**config.mk**
```make
export PLATFORM = sky130hd
export DESIGN_NAME = cmp_timer
export DESIGN_NICKNAME = d
export VERILOG_FILES = /design/src/rtl/tmr_pkg.sv /design/src/rtl/tmr_prescaler.sv /design/src/rtl/tmr_tick_gen.sv /design/src/rtl/tmr_core.sv /design/src/rtl/tmr_regs.sv /design/src/rtl/cmp_timer.sv
export SDC_FILE = /design/constraint.sdc
export NUM_CORES = 1
export LEC_CHECK = 0
export ABC_AREA = 1
export ABC_CLOCK_PERIOD_IN_PS = 2800
export BUFFER_PORTS_ARGS = -buffer_cell sky130_fd_sc_hd__buf_2
export CORE_MARGIN = 3
export CORE_UTILIZATION = 59
export CTS_CLUSTER_SIZE = 25
export DETAILED_ROUTE_END_ITERATION = 8
export GPL_ROUTABILITY_DRIVEN = 0
export PLACE_DENSITY_LB_ADDON = 0.3
export SYNTH_ARGS = -nofsm -noshare
export SYNTH_HDL_FRONTEND = slang
export SYNTH_SLANG_ARGS = --single-unit
```
**constraint.sdc**
```tcl
create_clock -name clk -period 2.8 [get_ports clk]
set_input_delay 0.28 -clock clk [delete_from_list [all_inputs] [get_ports clk]]
set_output_delay 0.28 -clock clk [all_outputs]
set_load 0.05 [all_outputs]
```
**src/rtl/tmr_pkg.sv**
```systemverilog
package tmr_pkg;
    localparam int DATA_W = 32;
    localparam int ADDR_W = 8;
    localparam int GPRE_W = 12;
    localparam int OPRE_W = 4;

    localparam logic [ADDR_W-1:0] OFS_CTRL = 8'h00;
    localparam logic [ADDR_W-1:0] OFS_PRE  = 8'h04;
    localparam logic [ADDR_W-1:0] OFS_STAT = 8'h08;
    localparam logic [ADDR_W-1:0] OFS_IEN  = 8'h0C;
    localparam logic [ADDR_W-1:0] OFS_CMP  = 8'h10;
    localparam logic [ADDR_W-1:0] OFS_CNT  = 8'h24;

    localparam int B_EN    = 0;
    localparam int B_WAITE = 3;
    localparam int B_SRC_L = 6;
    localparam int B_FRR   = 9;
    localparam int B_OSCE  = 10;
    localparam int B_OPRE_L = 12;

    localparam logic [DATA_W-1:0] CTRL_MASK = 32'h0000_07C9;
    localparam logic [DATA_W-1:0] PRE_MASK  = 32'h0000_FFFF;

    localparam logic [2:0] SRC_BUS = 3'd1;
    localparam logic [2:0] SRC_PER = 3'd2;
    localparam logic [2:0] SRC_OSC = 3'd5;

    typedef enum logic [1:0] {
        CORE_OFF  = 2'd0,
        CORE_RUN  = 2'd1,
        CORE_HOLD = 2'd2
    } core_state_e;
endpackage

```
**src/rtl/tmr_prescaler.sv**
```systemverilog
module tmr_prescaler #(
    parameter int W = 12
) (
    input  logic         clk,
    input  logic         rst_n,
    input  logic         clr_i,
    input  logic         adv_i,
    input  logic         stb_i,
    input  logic [W-1:0] div_i,
    output logic         tick_o
);
    logic [W-1:0] pcnt_q;
    logic         hit;

    assign hit    = (pcnt_q >= div_i);
    assign tick_o = adv_i & stb_i & hit;

    always_ff @(posedge clk) begin
        if (!rst_n || clr_i) begin
            pcnt_q <= '0;
        end else if (adv_i && stb_i) begin
            pcnt_q <= hit ? '0 : pcnt_q + 1'b1;
        end
    end

    // a disable write leaves the divider at zero
    a_r2_div_clear: assert property (@(posedge clk) disable iff (!rst_n)
        clr_i |=> (pcnt_q == '0));
endmodule

```
**src/rtl/tmr_tick_gen.sv**
```systemverilog
module tmr_tick_gen
    import tmr_pkg::*;
(
    input  logic              clk,
    input  logic              rst_n,
    input  logic              clr_i,
    input  logic              adv_i,
    input  logic [2:0]        src_i,
    input  logic              osc_en_i,
    input  logic [GPRE_W-1:0] gdiv_i,
    input  logic [OPRE_W-1:0] odiv_i,
    input  logic              stb_bus_i,
    input  logic              stb_per_i,
    input  logic              stb_osc_i,
    output logic              tick_o
);
    logic gen_stb, osc_stb, gen_tick, osc_tick;

    always_comb begin
        unique case (src_i)
            SRC_BUS: gen_stb = stb_bus_i;
            SRC_PER: gen_stb = stb_per_i;
            default: gen_stb = 1'b0;
        endcase
    end

    assign osc_stb = (src_i == SRC_OSC) && osc_en_i && stb_osc_i;

    tmr_prescaler #(.W(GPRE_W)) u_gen_div (
        .clk(clk), .rst_n(rst_n), .clr_i(clr_i), .adv_i(adv_i),
        .stb_i(gen_stb), .div_i(gdiv_i), .tick_o(gen_tick)
    );

    tmr_prescaler #(.W(OPRE_W)) u_osc_div (
        .clk(clk), .rst_n(rst_n), .clr_i(clr_i), .adv_i(adv_i),
        .stb_i(osc_stb), .div_i(odiv_i), .tick_o(osc_tick)
    );

    assign tick_o = gen_tick | osc_tick;

    // oscillator source without its enable never ticks
    a_r4_osc_gated: assert property (@(posedge clk) disable iff (!rst_n)
        (src_i == SRC_OSC && !osc_en_i) |-> !tick_o);
    // no ticks without advance permission
    a_r3_no_tick_idle: assert property (@(posedge clk) disable iff (!rst_n)
        !adv_i |-> !tick_o);
endmodule

```
**src/rtl/tmr_core.sv**
```systemverilog
module tmr_core
    import tmr_pkg::*;
(
    input  logic              clk,
    input  logic              rst_n,
    input  logic              en_i,
    input  logic              wait_en_i,
    input  logic              wait_i,
    input  logic              frr_i,
    input  logic              clr_i,
    input  logic              tick_i,
    input  logic [DATA_W-1:0] cmp_i,
    output logic              run_o,
    output logic              match_o,
    output logic [DATA_W-1:0] cnt_o
);
    core_state_e state_q, state_d;
    logic [DATA_W-1:0] cnt_q, cnt_nxt;
    logic step;

    always_comb begin
        state_d = state_q;
        unique case (state_q)
            CORE_OFF:  if (en_i) state_d = CORE_RUN;
            CORE_RUN:  if (!en_i) state_d = CORE_OFF;
                       else if (wait_i && !wait_en_i) state_d = CORE_HOLD;
            CORE_HOLD: if (!en_i) state_d = CORE_OFF;
                       else if (!(wait_i && !wait_en_i)) state_d = CORE_RUN;
            default:   state_d = CORE_OFF;
        endcase
    end

    always_ff @(posedge clk) begin
        if (!rst_n) state_q <= CORE_OFF;
        else        state_q <= state_d;
    end

    always_comb begin
        run_o = (state_q == CORE_RUN);
    end

    assign step    = tick_i && run_o && !clr_i;
    assign cnt_nxt = (!frr_i && cnt_q == cmp_i) ? '0 : cnt_q + 1'b1;
    assign match_o = step && (cnt_nxt == cmp_i);
    assign cnt_o   = cnt_q;

    always_ff @(posedge clk) begin
        if (!rst_n || clr_i) cnt_q <= '0;
        else if (step)       cnt_q <= cnt_nxt;
    end

    // outside RUN the counter stays put unless cleared
    a_r2_hold: assert property (@(posedge clk) disable iff (!rst_n)
        (state_q != CORE_RUN && !clr_i) |=> $stable(cnt_q));
    // free-run increments on every counted tick
    a_r5_freerun: assert property (@(posedge clk) disable iff (!rst_n)
        (tick_i && state_q == CORE_RUN && frr_i && !clr_i) |=> (cnt_q == $past(cnt_q) + 1'b1));
    // restart mode reloads zero after a match count
    a_r6_restart: assert property (@(posedge clk) disable iff (!rst_n)
        (tick_i && state_q == CORE_RUN && !frr_i && cnt_q == cmp_i && !clr_i) |=> (cnt_q == '0));
endmodule

```
**src/rtl/tmr_regs.sv**
```systemverilog
module tmr_regs
    import tmr_pkg::*;
(
    input  logic              clk,
    input  logic              rst_n,
    input  logic              wr_i,
    input  logic [ADDR_W-1:0] addr_i,
    input  logic [DATA_W-1:0] wdata_i,
    output logic [DATA_W-1:0] rdata_o,
    input  logic              match_i,
    input  logic [DATA_W-1:0] cnt_i,
    output logic [DATA_W-1:0] ctrl_o,
    output logic [DATA_W-1:0] pre_o,
    output logic [DATA_W-1:0] cmp_o,
    output logic              clr_o,
    output logic              irq_o
);
    logic [DATA_W-1:0] ctrl_q, pre_q, cmp_q;
    logic stat_q, ien_q, irq_q;
    logic wr_ctrl, wr_pre, wr_stat, wr_ien, wr_cmp;

    assign wr_ctrl = wr_i && (addr_i == OFS_CTRL);
    assign wr_pre  = wr_i && (addr_i == OFS_PRE);
    assign wr_stat = wr_i && (addr_i == OFS_STAT);
    assign wr_ien  = wr_i && (addr_i == OFS_IEN);
    assign wr_cmp  = wr_i && (addr_i == OFS_CMP);
    assign clr_o   = wr_ctrl && !wdata_i[B_EN];

    always_ff @(posedge clk) begin
        if (!rst_n) begin
            ctrl_q <= '0;
            pre_q  <= '0;
            cmp_q  <= '1;
            ien_q  <= 1'b0;
            stat_q <= 1'b0;
            irq_q  <= 1'b0;
        end else begin
            if (wr_ctrl) ctrl_q <= wdata_i & CTRL_MASK;
            if (wr_pre)  pre_q  <= wdata_i & PRE_MASK;
            if (wr_cmp)  cmp_q  <= wdata_i;
            if (wr_ien)  ien_q  <= wdata_i[0];
            if (match_i)                    stat_q <= 1'b1;
            else if (wr_stat && wdata_i[0]) stat_q <= 1'b0;
            irq_q <= stat_q & ien_q;
        end
    end

    always_comb begin
        unique case (addr_i)
            OFS_CTRL: rdata_o = ctrl_q;
            OFS_PRE:  rdata_o = pre_q;
            OFS_STAT: rdata_o = {{(DATA_W-1){1'b0}}, stat_q};
            OFS_IEN:  rdata_o = {{(DATA_W-1){1'b0}}, ien_q};
            OFS_CMP:  rdata_o = cmp_q;
            OFS_CNT:  rdata_o = cnt_i;
            default:  rdata_o = '0;
        endcase
    end

    assign ctrl_o = ctrl_q;
    assign pre_o  = pre_q;
    assign cmp_o  = cmp_q;
    assign irq_o  = irq_q;

    // a match always leaves the flag set
    a_r7_match_sets: assert property (@(posedge clk) disable iff (!rst_n)
        match_i |=> stat_q);
    // interrupt follows flag and mask one cycle later
    a_r8_irq_level: assert property (@(posedge clk) disable iff (!rst_n)
        1'b1 |=> (irq_q == ($past(stat_q) && $past(ien_q))));
    // without a write of one and without a match the flag never falls
    a_r7_sticky: assert property (@(posedge clk) disable iff (!rst_n)
        (stat_q && !(wr_stat && wdata_i[0])) |=> stat_q);
endmodule

```
**src/rtl/cmp_timer.sv**
```systemverilog
module cmp_timer
    import tmr_pkg::*;
(
    input  logic              clk,
    input  logic              rst_n,
    input  logic              bus_wr,
    input  logic [ADDR_W-1:0] bus_addr,
    input  logic [DATA_W-1:0] bus_wdata,
    output logic [DATA_W-1:0] bus_rdata,
    input  logic              stb_bus,
    input  logic              stb_per,
    input  logic              stb_osc,
    input  logic              wait_mode,
    output logic              irq
);
    logic [DATA_W-1:0] ctrl, pre, cmp, cnt;
    logic clr, match, run, tick;

    tmr_regs u_regs (
        .clk(clk), .rst_n(rst_n), .wr_i(bus_wr), .addr_i(bus_addr),
        .wdata_i(bus_wdata), .rdata_o(bus_rdata), .match_i(match),
        .cnt_i(cnt), .ctrl_o(ctrl), .pre_o(pre), .cmp_o(cmp),
        .clr_o(clr), .irq_o(irq)
    );

    tmr_tick_gen u_ticks (
        .clk(clk), .rst_n(rst_n), .clr_i(clr), .adv_i(run),
        .src_i(ctrl[B_SRC_L +: 3]), .osc_en_i(ctrl[B_OSCE]),
        .gdiv_i(pre[GPRE_W-1:0]), .odiv_i(pre[B_OPRE_L +: OPRE_W]),
        .stb_bus_i(stb_bus), .stb_per_i(stb_per), .stb_osc_i(stb_osc),
        .tick_o(tick)
    );

    tmr_core u_core (
        .clk(clk), .rst_n(rst_n), .en_i(ctrl[B_EN]), .wait_en_i(ctrl[B_WAITE]),
        .wait_i(wait_mode), .frr_i(ctrl[B_FRR]), .clr_i(clr), .tick_i(tick),
        .cmp_i(cmp), .run_o(run), .match_o(match), .cnt_o(cnt)
    );
endmodule

```
==> results list <==
- The tree is rooted in a clkbuf_16.
* Max Clock Freq: 391 MHz
- Dominant cell by count in the synthesized netlist: nand2_1
- Final non-filler cell area: around 0.0078 mm²
- The synthesized netlist devotes between 15 and 20% of its cell area to compound gates.
- Yosys mapped a number of flops with a built-in enable equal to 0.
- The worst setup path is launched from a flop.
* Fraction of registers with async set or reset after synthesis: 0%
* Crit-path max cell delay: 410 ps
- Setup repair after global routing missed its margin: no
- Clock buffers created by TritonCTS: 9
- Input and output buffers added on the ports amount to between 70 and 80.
- Cell type with the highest aggregate area in the netlist: dfxtp_1
* Combinational power share: 3.7%
* Quantity of gates resized following cts: 0
- Setup slack of the most critical reg-to-reg path: 240 ps
* Final HPWL DP: ~16 mm
- In this run the most critical hold path is launched from bus_wdata[18].
- Dividing the final minimum period by the clock period gives around 90%.
- Clock network fraction of total power: ~45%
- Grouping stages by cell kind, the critical path spends the most delay in compound AO/OA/AOI/OAI gates.
- The tool flagged a number of max-cap violations equal to 0.
* Insertion delay of the later-clocked pin in the worst-skew pair: 370 ps
* Detailed-route wire length: just over 20 mm
* CP endpoint kind: flop
- P_int: 2.28 mW
- GRT Max-Usage Layer: met2
- GR Layer Usage met1: between 30% and 40%
* Number of levels the H-tree was split into: 3
- Final-report max-slew violation count: 0
* Clock tree from TritonCTS: built
- First-pass GRT wire length: roughly 33 mm
- Maximum buffer depth of the clock tree: 2
* Via count of the first global-routing pass: between 6000 and 7000
* Total number of vias: 7474
- For the worst setup path, the data arrival time is 2850 ps.
- Die span in x: ~110 µm
- Cells taking the most area after synthesis: dfxtp_1, nand2_1, inv_1
- For this run, design rule violations remaining after detail routing come to 0.
* Count of endpoints failing setup in the final report: 0
- The routed design could run at a clock period as short as 2560 ps.
- In the final design database the tool counted around 1200 nets.
* Required time of the worst setup path: slightly above 3000 ps
* Hold Vio Cnt, Final: 0
- Number of nets with antenna violations after detailed routing: 0
- Iter 0 DRT Violations: roughly 750
* Reg-to-reg critical path startpoint: u_ticks.u_osc_div.pcnt_q[0]
- At the pin with the least slew margin, the transition time is slightly below 800 ps.
* Post-layout instance count excluding filler cells: 1301
* Number of buffers added for setup after CTS: 0
- The cell that appears most often on the critical path is o21ai_0.
- Number of unique standard cell types used by synthesis: 40
* Depth of the worst hold-timing path: 3
- Hold timing on the final database bottoms out at a slack of ~130 ps.
- Max IR drop VDD: just under 600 µV
- Of the post-synthesis cell area, the dominant cell type holds between 30% and 40%.
* Via/cell ratio: around 5.7
* Detailed-router iteration count before antenna repair: 6
- Die area: 0.0131 mm²
- Sinks on Clock Net: roughly 110
- Counting every net in the synthesized netlist gives approximately 1200.
* Seq pwr share: around half
- Initial standard-cell utilization of the core: between 60% and 70%
- Setup Crit Path Kind: reg -> reg
- Type of the worst min-delay path: in -> reg
- The number of buffers and inverters on the critical path is 4.
- The largest individual stage delay along the critical path comes from the cell dfxtp_1.
- Global routing consumed, on the met2 layer, between 50% and 60% of the routing resources.
- For this design the static power due to leakage is ~3.7 nW.
- Clock-pin slew on the worst setup and hold paths: roughly 80 ps
- Largest net degree at the start of global routing: 38
* Portion of netlist area occupied by mux cells: 0%
* Area fraction in and, or, nand and nor cells after synthesis: 33.0%
* Antenna diode instance count: 0
* Adder-cell share of the synthesized area: about 3.4%
* Number of cells in the design after placement: 1285
- Critical register-to-register path endpoint: u_core.cnt_o[5]
- The synthesized netlist devotes 3.89% of its cell area to XOR and XNOR gates.
* Psw: ~700 µW
- Antenna violations before repair: 0
- Layout area overhead: 12.3%
* Total power per unit cell area: 382 mW/mm²
- Adding up every negative setup slack in the final design gives 0 ps.
- For this run, the register share of the synthesized area comes to between 30% and 40%.
- For this run, the leading register cell type out of synthesis is dfxtp_1.
* Post-route clock skew: ~11 ps
- Worst-case hold path end point: u_regs.cmp_o[18]
- Synth Register Bits: about 110
- Post-cts hold buffer count: 0
- After detailed routing, the average wire length per cell comes to about 16 µm.
- Worst slew slack as a fraction of its limit: 46.7%
- The number of cells on the worst reg-to-reg path is 13.
- Outcome: finished, final reports clean
- For this run, the number of Yosys warnings is 0.
* Largest family of logic cells by synthesized area: simple AND/OR/NAND/NOR gates
- The average instance in the mapped netlist occupies 6.40 µm².
- Placed cell areas: 0.00750 mm²
* Share of post-route cells with drive strength above 1: between 10% and 20%
* Share of total power consumed by net switching: 23.6%
* GR Util All Layers: roughly a third
- Total number of placement rows: 38
* Mapped cell area: slightly below 0.007 mm²
* Overall Power: 2.98 mW
* Remaining Overflow, GRT: 0
- Synth Instances: 1085
- # IOs: 80
- Die height: approximately 110 µm
* Core outline area: ~0.011 mm²
- Met3 track utilization from global routing: 7.45%
- Highest net fanout along the worst path: 36
* Cells along the critical path: inv_1 > ha_1 > inv_1 > a21boi_0 > o21ai_0 > a21boi_0 > o21ai_0 > nand2_1 > nand2_2 > inv_2 > buf_4 > o21ai_0 > a21oi_1
* Top cells by count, synth: nand2_1, inv_1, nor2_1
==> per-layer routing <==
layer  wire length [µm]  vias up
met3               1870       63
met4                750        0
met2               9440      378
met1               8440     3339
li1                   -     3694
met5                  0        -
==> power groups by stage <==
stage                     clock network (mW)  registers [mW]  logic (mW)
after CTS                               1.35            1.54       0.108
after detailed placement                   0            1.57       0.107
after global placement                     0            1.57       0.106
after global routing                    1.41            1.54       0.119
final                                   1.33            1.54       0.109
after floorplan                            0            1.57      0.0488
==> cells by family after synthesis <==
kind of cell / Yosys count
adders and majority gates: 19
AOI/OAI and AO/OA: 199
and+or+nand+nor: 537
buffers and inverters: 192
xor gates and xnor gates: 30
DFF: 108
==> final cells by class <==
cell class	count	area, µm²
multi-input combinational	785	4020
tap	140	175
sequential	108	2160
clock inverter	6	70.1
inverter	154	578
fill	990	3370
clock buffer	10	229
timing repair buffer	98	563
==> sequential cells by signal, indices dropped and copies added, names as in the netlist <==
register and cells:
u_core.cnt_o 32, u_regs.cmp_o 32, u_regs.pre_o 16, u_ticks.u_gen_div.pcnt_q 12, u_regs.ctrl_o 7, u_ticks.u_osc_div.pcnt_q 4, u_core.state_q 2, u_regs.ien_q 1
u_regs.irq_o 1, u_regs.stat_q 1
==> cell usage in the layout (no fill, tap or decap), drive strengths merged, types with 2 or more instances in the layout <==
| cell type | Yosys | final |
|---|---|---|
| nor3b | 3 | 3 |
| o22ai | 24 | 24 |
| nand4 | 12 | 12 |
| clkbuf | 24 | 10 |
| nor2 | 119 | 119 |
| clkinv | 5 | 8 |
| xor2 | 25 | 25 |
| xnor2 | 5 | 5 |
| nand2 | 308 | 308 |
| a21boi | 2 | 2 |
| or2 | 2 | 2 |
| nand3 | 65 | 65 |
| o221ai | 9 | 9 |
| buf | 14 | 98 |
| inv | 149 | 151 |
| o21ai | 52 | 52 |
| ha | 19 | 19 |
| nor4 | 4 | 4 |
| a211oi | 24 | 24 |
| dfxtp | 108 | 108 |
| nor3 | 24 | 24 |
| a21oi | 52 | 52 |
| o211ai | 32 | 32 |
==> how the worst max path moves through the flow <==
stage,from,to,slack [ps],depth (start not counted)
floorplan,bus_addr[7],bus_rdata[10],420,6
global placement,u_core.state_q[0],u_core.cnt_o[13],370,11
detailed placement,u_core.state_q[0],u_core.cnt_o[5],340,11
CTS,u_core.state_q[0],u_core.cnt_o[5],310,11
global route,u_ticks.u_osc_div.pcnt_q[0],u_core.cnt_o[18],90,13
finish,u_ticks.u_osc_div.pcnt_q[0],u_core.cnt_o[5],240,13
==> tightest hold or removal path: cells and delay by family <==
kind	cells	cell delay, ps
buf+inv	1	70
simple gates	1	40
compound gates	1	60
==> per-stage QoR <==
stage                     worst slack (ps)  util, %
after detailed placement               337     67.1
final                                  242     69.8
after global placement                 373     67.1
after floorplan                        417        -
after global routing                  88.5     69.8
after CTS                              309     69.8
(Power assumes the default switching activity.)
